==> config.mk <==
export PLATFORM = sky130hd
export DESIGN_NAME = fwd_unit
export DESIGN_NICKNAME = d
export VERILOG_FILES = /design/src/rtl/fwd_pkg.sv /design/src/rtl/fwd_hit.sv /design/src/rtl/fwd_pick.sv /design/src/rtl/fwd_unit.sv
export SDC_FILE = /design/constraint.sdc
export NUM_CORES = 1
export LEC_CHECK = 0
export BUFFER_PORTS_ARGS = -buffer_cell sky130_fd_sc_hd__buf_2
export CAP_MARGIN = 20
export CORE_AREA = 2 2 39 41
export DETAILED_ROUTE_END_ITERATION = 10
export DIE_AREA = 0 0 41 43
export PLACE_DENSITY = 0.65
export SKIP_LAST_GASP = 1
export SLEW_MARGIN = 15
export SYNTH_ARGS = -nofsm -noshare
export SYNTH_HDL_FRONTEND = slang
export SYNTH_HIERARCHICAL = 1
export SYNTH_SLANG_ARGS = --single-unit
==> constraint.sdc <==
create_clock -name vclk -period 1
set_input_delay 0.15 -clock vclk [all_inputs]
set_output_delay 0.15 -clock vclk [all_outputs]
set_load 0.02 [all_outputs]
==> src/rtl/fwd_pkg.sv <==
`timescale 1ns/1ps
package fwd_pkg;
  // Select codes for an operand multiplexer; the encoding is fixed.
  typedef enum logic [1:0] {
    FWD_RF = 2'b00,  // register-file value from decode/execute
    FWD_MB = 2'b01,  // value held in memory/writeback
    FWD_EX = 2'b10   // result held in execute/memory
  } fwd_sel_e;
endpackage

==> src/rtl/fwd_hit.sv <==
`timescale 1ns/1ps
// One producer stage against one consumer source field.
module fwd_hit #(
  parameter int REG_W = 5
) (
  input  logic             wen,
  input  logic [REG_W-1:0] dst,
  input  logic [REG_W-1:0] src,
  output logic             hit
);
  localparam logic [REG_W-1:0] ZERO_REG = '0;

  always_comb begin
    hit = wen && (dst != ZERO_REG) && (dst == src);
  end
endmodule

==> src/rtl/fwd_pick.sv <==
`timescale 1ns/1ps
// Priority choice for one operand: the newer stage wins.
module fwd_pick
  import fwd_pkg::*;
(
  input  logic     ex_hit,
  input  logic     mb_hit,
  output fwd_sel_e sel
);
  always_comb begin
    if (ex_hit)      sel = FWD_EX;
    else if (mb_hit) sel = FWD_MB;
    else             sel = FWD_RF;
  end
endmodule

==> src/rtl/fwd_unit.sv <==
`timescale 1ns/1ps
module fwd_unit
  import fwd_pkg::*;
#(
  parameter int REG_W = 5
) (
  input  logic [REG_W-1:0] src_a,
  input  logic [REG_W-1:0] src_b,
  input  logic [REG_W-1:0] exm_dst,
  input  logic             exm_wen,
  input  logic [REG_W-1:0] mwb_dst,
  input  logic             mwb_wen,
  output logic [1:0]       sel_a,
  output logic [1:0]       sel_b
);
  localparam int NUM_SRC = 2;

  logic [REG_W-1:0] src_v [NUM_SRC];
  fwd_sel_e         sel_v [NUM_SRC];

  always_comb begin
    src_v[0] = src_a;
    src_v[1] = src_b;
  end

  for (genvar i = 0; i < NUM_SRC; i++) begin : g_opnd
    logic ex_hit;
    logic mb_hit;

    fwd_hit #(.REG_W(REG_W)) u_ex (
      .wen(exm_wen), .dst(exm_dst), .src(src_v[i]), .hit(ex_hit)
    );
    fwd_hit #(.REG_W(REG_W)) u_mb (
      .wen(mwb_wen), .dst(mwb_dst), .src(src_v[i]), .hit(mb_hit)
    );
    fwd_pick u_pick (
      .ex_hit(ex_hit), .mb_hit(mb_hit), .sel(sel_v[i])
    );
  end

  always_comb begin
    sel_a = sel_v[0];
    sel_b = sel_v[1];
  end

  // Port-level checks, evaluated whenever inputs settle.
  always_comb begin
    a_r1_legal_code: assert (sel_a != 2'b11 && sel_b != 2'b11)
      else $error("R1: illegal select code");
    if (exm_dst == '0) begin
      a_r5_zero_dest: assert (sel_a != 2'b10 && sel_b != 2'b10)
        else $error("R5: bypass from register zero");
    end
    if (!exm_wen && !mwb_wen) begin
      a_r7_idle: assert (sel_a == 2'b00 && sel_b == 2'b00)
        else $error("R7: bypass with no writer");
    end
    if (src_a == src_b) begin
      a_r6_same_src: assert (sel_a == sel_b)
        else $error("R6: equal sources gave different selects");
    end
    if (exm_wen && mwb_wen && exm_dst == mwb_dst && exm_dst == src_a && src_a != '0) begin
      a_r4_newest_wins: assert (sel_a == 2'b10)
        else $error("R4: older result preferred");
    end
  end
endmodule

==> results of run 1 <==
cell usage in the layout, fill, tap and decap left out:
cell type,count
buf_6,15
nor4_2,2
and4_4,2
or2_0,4
o21ai_1,4
buf_8,2
nor3_1,4
buf_4,5
nand2_1,4
xnor2_1,4
xor2_1,12
and4_1,2
nor4_4,2
nor2b_4,2
buf_2,7
cell type report:
cell class,instances,share of cell area [%]
multi-input combinational,42,54.9
timing repair buffer,29,42.0
tap,16,3.09
per-layer routing:
layer  track usage [%]  wire (microns)
met5                 0               0
met4                 0               0
met3                 0              30
met2              25.6             626
met1              13.6             375
where the power goes:
part	leakage, nW	internal, mW	switching [mW]
sequential	0	0	0
combinational	0.272	0.133	0.0964
clock	0	0	0
logic make-up (layout without fill, tap and decap cells):
group,Yosys count,count (layout),share of synthesized area (%)
AOI/OAI and AO/OA,4,4,5.76
xor gates and xnor gates,16,16,40.3
buffers and inverters,2,29,4.32
and+or+nand+nor,22,22,49.6
final timing paths:
check / start / endpoint / slack, ns / cells after the start
worst min-delay path: exm_wen / sel_a[1] / 0.73 / 3
worst max-delay path: mwb_dst[0] / sel_a[0] / -0.21 / 6
critical path, delay by kind of cell:
kind,cells,cell delay [ns]
AND/OR/NAND/NOR,3,0.59
AO/OA/AOI/OAI,1,0.10
buffers and inverters,2,0.22
through the flow:
stage	cells	setup TNS, ns	hold slack, ns
after floorplan	44	0	0.559
after global placement	87	-0.972	0.794
after detailed placement	87	-0.981	0.791
after CTS	87	-0.694	0.688
after global routing	87	-0.890	0.740
final	87	-0.702	0.733
timing repair:
item,4_1_cts,5_1_grt
pin swaps,21,9
endpoints found under the setup margin,4,4
hold endpoints to repair,0,0
gates resized for setup,30,7
==> results.sh, run 1 <==
export IMPL_status="finished, violations left"
export IMPL_violations="setup timing"
export IMPL_synth_area_top_cells="xor2_1 30%, nor4_2 14%, and4_1 10%"
export IMPL_critPathMaxFanout=3
export IMPL_first_pass_iters=2
export IMPL_grt_max_degree=5
export IMPL_final_area_sq_um=647
export IMPL_cap_violations=0
export IMPL_yosysTopAreaCell="xor2_1"
export IMPL_crit_type="in2out"
export IMPL_dp_slack_ns=-0.280
export IMPL_crit_arrival_ns=1.06
export IMPL_ir_drop_v=0.000176
export IMPL_first_global_vias=401
export IMPL_wl_microns=1030
export IMPL_drt_iter0_drc=1
export IMPL_num_antenna_cells=0
export IMPL_fin_crit_sh_pct=121
export IMPL_postCtsHoldBufs=0
export IMPL_yosysTopAreaCellShare_pct=30.2
export IMPL_yosys_warnings=6
export IMPL_seqCellArea_sq_um=0
export IMPL_fin_util_pct=46.7
export IMPL_area_delta_synth_final_pct=86.0
export IMPL_worst_slew_pin_slew_ns=0.209
export IMPL_place_congestion=0.740
export IMPL_io_buffers=26
export IMPL_slew_headroom_pct=86.0
export IMPL_worstPathCellList="buf_6, nor4_4, o21ai_1, and4_1, nor2b_4, buf_6"
export IMPL_cpMostUsedCell="buf_6"
export IMPL_die_y_microns=43
export IMPL_avgSynthCellArea_sq_um=7.91
export IMPL_seq_area_frac_synth_pct=0
export IMPL_drc=0
export IMPL_multi_input_area_sq_um=355
export IMPL_die_area_sq_um=1760
export IMPL_hold_violations=0
export IMPL_cp_end_kind="primary output"
export IMPL_cts_setup_buffers=0
export IMPL_nFillCells=139
export IMPL_post_drt_via_cell_ratio=4.79
export IMPL_groute_usage_overall_pct=12.5
export IMPL_period_needed_ns=1.21
export IMPL_critical_path_max_stage_delay_ns=0.27
export IMPL_io_pins=26
export IMPL_rows=14
export IMPL_routedWlPerCell_microns=11.9
export IMPL_rsz0062_at_grt="true"
export IMPL_drtAntennaViolNets=0
export IMPL_worstPathRequired_ns=0.85
export IMPL_fmax_ghz=0.826
export IMPL_nNetsFinal=95
export IMPL_startpoint_type="primary input"
export IMPL_cp_slowest_cell="nor4_4"
export IMPL_syn_cell_area_sq_um=348
export IMPL_hp_class="in2out"
export IMPL_yosysMostFrequentCell="xor2_1"
export IMPL_slew_viol_final=0
export IMPL_vias=417
export IMPL_syn_nets=66
export IMPL_setup_viol=4
export IMPL_clockBufferCount=0
export IMPL_power_density_nw_per_um2=355
export IMPL_postPlaceCellArea_sq_um=505
export IMPL_grt_ovfl_total=0
export IMPL_dieWidth_microns=41
export IMPL_setup_ws_ns=-0.210
export IMPL_antenna_found_initial=0
export IMPL_core_area_sq_um=1380
export IMPL_p_leak_nw=0.272
export IMPL_drive_above_1_share_pct=52.1
export IMPL_grt_pass1_wl_microns=1590
export IMPL_seq_cells=0
export IMPL_p_total_uw=230
export IMPL_synth_distinct_cells=10
export IMPL_initial_utilization_pct=25.1
export IMPL_postSynthCellCount=44
Power figures use the tool's default switching activity.
==> run 2, diff against run 1 <==
clock period = 1.1 ns   (was 1 ns; I/O delays follow)
==> results.sh, run 2 (synthesis results as in run 1) <==
export IMPL_status="finished, violations left"
export IMPL_violations="setup timing"
export IMPL_slew_headroom_pct=86.4
export IMPL_dieWidth_microns=41
export IMPL_rows=14
export IMPL_nNetsFinal=97
export IMPL_post_drt_via_cell_ratio=4.71
export IMPL_grt_ovfl_total=0
export IMPL_grt_max_degree=5
export IMPL_layout_common_cells="11 x xor2_1, 10 x buf_6, 9 x buf_2"
export IMPL_slew_viol_final=0
export IMPL_place_congestion=0.705
export IMPL_drc=0
export IMPL_holdWs_ns=0.716
export IMPL_cap_violations=0
export IMPL_min_path_cells=3
export IMPL_drive_above_1_share_pct=56.2
export IMPL_ir_drop_v=0.000164
export IMPL_hp_class="in2out"
export IMPL_setup_ws_ns=-0.160
export IMPL_antenna_found_initial=0
export IMPL_worst_slew_pin_slew_ns=0.203
export IMPL_drt_iter0_drc=5
export IMPL_fin_crit_sh_pct=115
export IMPL_min_delay_start="exm_wen"
export IMPL_first_global_vias=352
export IMPL_switching_share_pct=42.5
export IMPL_rsz0062_at_grt="true"
export IMPL_cp_top_family="simple AND/OR/NAND/NOR gates"
export IMPL_io_buffers=26
export IMPL_path_buf_inv=2
export IMPL_cp_slowest_cell="nor4_4"
export IMPL_period_needed_ns=1.26
export IMPL_routedWlPerCell_microns=12.2
export IMPL_clockPowerShare_pct=0
export IMPL_startpoint_type="primary input"
export IMPL_p_leak_nw=0.287
export IMPL_postPlaceCellArea_sq_um=513
export IMPL_postCtsHoldBufs=0
export IMPL_grt_pass1_wl_microns=1380
export IMPL_power_density_nw_per_um2=329
export IMPL_final_area_sq_um=687
export IMPL_fmax_ghz=0.794
export IMPL_seq_cells=0
export IMPL_hpwl_microns=807
export IMPL_area_delta_synth_final_pct=97.5
export IMPL_cp_end_kind="primary output"
export IMPL_seqCellArea_sq_um=0
export IMPL_fin_util_pct=49.6
export IMPL_p_switching_uw=96.2
export IMPL_die_y_microns=43
export IMPL_critPathMaxFanout=3
export IMPL_critical_path_max_stage_delay_ns=0.28
export IMPL_num_antenna_cells=0
export IMPL_hold_violations=0
export IMPL_wl_microns=1090
export IMPL_drtAntennaViolNets=0
export IMPL_io_pins=26
export IMPL_initial_utilization_pct=25.1
export IMPL_worstPathRequired_ns=0.94
export IMPL_crit_type="in2out"
export IMPL_clockBufferCount=0
export IMPL_whs_endpoint="sel_b[1]"
export IMPL_crit_arrival_ns=1.09
export IMPL_worstPathCellList="buf_2, nor4_4, o21ai_1, and4_1, nor2b_4, buf_6"
export IMPL_groute_usage_overall_pct=10.7
export IMPL_vias=419
export IMPL_final_common_cell="xor2_1"
export IMPL_setup_viol=4
export IMPL_core_area_sq_um=1380
export IMPL_die_area_sq_um=1760
export IMPL_first_pass_iters=4
export IMPL_seqPwrFrac_pct=0
export IMPL_intPower_uw=130
export IMPL_p_comb_share_pct=100.0
run 2: cell count changes in the layout (fill, tap and decap cells not counted), moves of 2 or more:
cell	previous run	this run
buf_6	15	10
buf_2	7	9
buf_4	5	7
buf_8	2	4
run 2: power groups by stage:
| stage | sequential [mW] | clock [mW] | combinational (mW) |
|---|---|---|---|
| 2_1_floorplan | 0 | 0 | 0.0697 |
| 3_3_place_gp | 0 | 0 | 0.159 |
| 3_5_place_dp | 0 | 0 | 0.162 |
| 4_1_cts | 0 | 0 | 0.196 |
| 5_1_grt | 0 | 0 | 0.243 |
| 6_report | 0 | 0 | 0.226 |
run 2: stage by stage:
stage / total power [mW] / instances / setup TNS (ns) / setup WS (ns)
floorplan: 0.0697 / 44 / 0 / 0.0613
global placement: 0.159 / 88 / -0.697 / -0.184
detailed placement: 0.162 / 88 / -0.728 / -0.196
CTS: 0.196 / 88 / -0.433 / -0.126
global route: 0.243 / 89 / -0.599 / -0.201
finish: 0.226 / 89 / -0.445 / -0.160
run 2: repair_timing:
item	in CTS	in global routing
setup buffers	0	1
resized for setup	28	16
pin swaps	16	9
endpoints found under the setup margin	4	4
run 2: routing by layer:
metal	up-vias	GRT usage, %	share of wire (%)
met4	0	0	0
met1	196	14.9	38
met5	-	0	0
li1	212	-	-
met2	11	18.8	58
met3	0	0	3.4
run 2: area by class of cell:
type	count	area [sq um]
fill	131	697
multi-input combinational	42	377
timing repair buffer	31	290
tap	16	20.0
run 2: worst max-delay path by stage:
stage,from,endpoint,cells after the start,slack [ns]
final,mwb_dst[0],sel_b[0],6,-0.16
after global routing,mwb_dst[0],sel_b[0],6,-0.20
after CTS,src_b[1],sel_b[0],6,-0.13
after detailed placement,exm_dst[1],sel_a[0],6,-0.20
after global placement,exm_dst[0],sel_b[0],6,-0.18
after floorplan,src_a[3],sel_a[1],4,0.06
==> run 3, diff against run 2 <==
PLACE_DENSITY = 0.58   (was 0.65)
==> results.sh, run 3 (synthesis results as in run 1) <==
export IMPL_startpoint_type="primary input"
export IMPL_place_congestion=0.757
export IMPL_cp_end_kind="primary output"
export IMPL_worstPathCellList="buf_2, or2_0, o21ai_1, and4_4, nor2b_4, buf_6"
export IMPL_slew_viol_final=0
export IMPL_violations="setup timing"
export IMPL_initial_utilization_pct=25.1
export IMPL_routedWlPerCell_microns=10.5
export IMPL_die_area_sq_um=1760
export IMPL_drt_iter0_drc=0
export IMPL_nNetsFinal=98
export IMPL_io_buffers=26
export IMPL_first_pass_iters=1
export IMPL_vias=412
export IMPL_seqPwrFrac_pct=0
export IMPL_num_antenna_cells=0
export IMPL_nFillCells=138
export IMPL_status="finished, violations left"
export IMPL_antenna_found_initial=0
export IMPL_crit_type="in2out"
export IMPL_intPower_uw=116
export IMPL_seqCellArea_sq_um=0
export IMPL_crit_start="exm_dst[4]"
export IMPL_crit_arrival_ns=1.05
export IMPL_critPathMaxFanout=4
export IMPL_setup_viol=4
export IMPL_setup_ws_ns=-0.115
export IMPL_layout_common_cells="13 x buf_6, 12 x xor2_1, 12 x buf_2"
export IMPL_grt_ovfl_total=0
export IMPL_dieWidth_microns=41
export IMPL_io_pins=26
export IMPL_grt_pass1_wl_microns=1440
export IMPL_die_y_microns=43
export IMPL_final_common_cell="buf_6"
export IMPL_grt_max_degree=5
export IMPL_slew_headroom_pct=86.9
export IMPL_fin_crit_sh_pct=110
export IMPL_power_density_nw_per_um2=321
export IMPL_period_needed_ns=1.21
export IMPL_clockBufferCount=0
export IMPL_postPlaceCellArea_sq_um=528
export IMPL_cts_setup_buffers=0
export IMPL_ir_drop_v=0.000130
export IMPL_p_comb_share_pct=100.0
export IMPL_final_area_sq_um=639
export IMPL_groute_usage_overall_pct=11.2
export IMPL_drtAntennaViolNets=0
export IMPL_p_leak_nw=0.276
export IMPL_drc=0
export IMPL_clockPowerShare_pct=0
export IMPL_wl_microns=949
export IMPL_switching_share_pct=43.6
export IMPL_area_delta_synth_final_pct=83.8
export IMPL_hpwl_microns=819
export IMPL_setup_tns_ns=-0.389
export IMPL_worst_slew_pin_slew_ns=0.194
export IMPL_p_switching_uw=89.6
export IMPL_rows=14
export IMPL_drive_above_1_share_pct=55.4
export IMPL_holdWs_ns=0.738
export IMPL_rsz0062_at_grt="true"
export IMPL_hp_class="in2out"
export IMPL_core_area_sq_um=1380
export IMPL_min_delay_start="exm_wen"
export IMPL_post_drt_via_cell_ratio=4.58
export IMPL_dp_slack_ns=-0.222
export IMPL_hold_violations=0
export IMPL_critical_path_max_stage_delay_ns=0.26
export IMPL_first_global_vias=377
export IMPL_cp_slowest_cell="and4_4"
export IMPL_fmax_ghz=0.823
export IMPL_worstPathRequired_ns=0.94
export IMPL_fin_util_pct=46.2
export IMPL_cap_violations=0
export IMPL_seq_cells=0
run 3: changes by cell type in the layout (fill, tap and decap cells not counted):
cell,before,now
xor2_1,11,12
buf_6,10,13
buf_8,4,0
nor4_4,3,2
nor4_2,1,2
xor2_2,1,0
buf_12,1,0
buf_2,9,12
run 3: worst max-delay path, delay by kind of cell:
family / cells / cell delay (ns)
buf+inv: 2 / 0.24
simple gates: 3 / 0.51
compound gates: 1 / 0.14
run 3: layout make-up:
cell class | count | area, sq um | area share, %
timing repair buffer | 32 | 259 | 40.5
tap | 16 | 20.0 | 3.13
multi-input combinational | 42 | 360 | 56.4
run 3: stage by stage:
step,power (mW),instances
3_5_place_dp,0.169,90
5_1_grt,0.225,90
3_3_place_gp,0.166,90
4_1_cts,0.204,90
6_report,0.205,90
2_1_floorplan,0.0697,44
run 3: power groups by stage:
stage,registers (mW),clock network (mW),logic [mW]
floorplan,0,0,0.0697
global placement,0,0,0.166
detailed placement,0,0,0.169
CTS,0,0,0.204
global route,0,0,0.225
finish,0,0,0.205
run 3: path summary, 6_finish.rpt:
kind | end | slack (ns) | cells past startpoint
max | sel_b[0] | -0.11 | 6
min | sel_a[1] | 0.74 | 3
run 3: per-layer routing:
layer	up-vias	global-route usage, %	routed length (microns)
met5	-	0	0
met4	0	0	0
met3	0	0	42
met2	12	20.3	465
met1	181	14.9	441
li1	219	-	-
run 3: what timing repair did:
| action | CTS | global route |
|---|---|---|
| hold buffers | 0 | 0 |
| endpoints found under the setup margin | 4 | 4 |
| pin swaps | 15 | 3 |
| gates resized for setup | 27 | 1 |
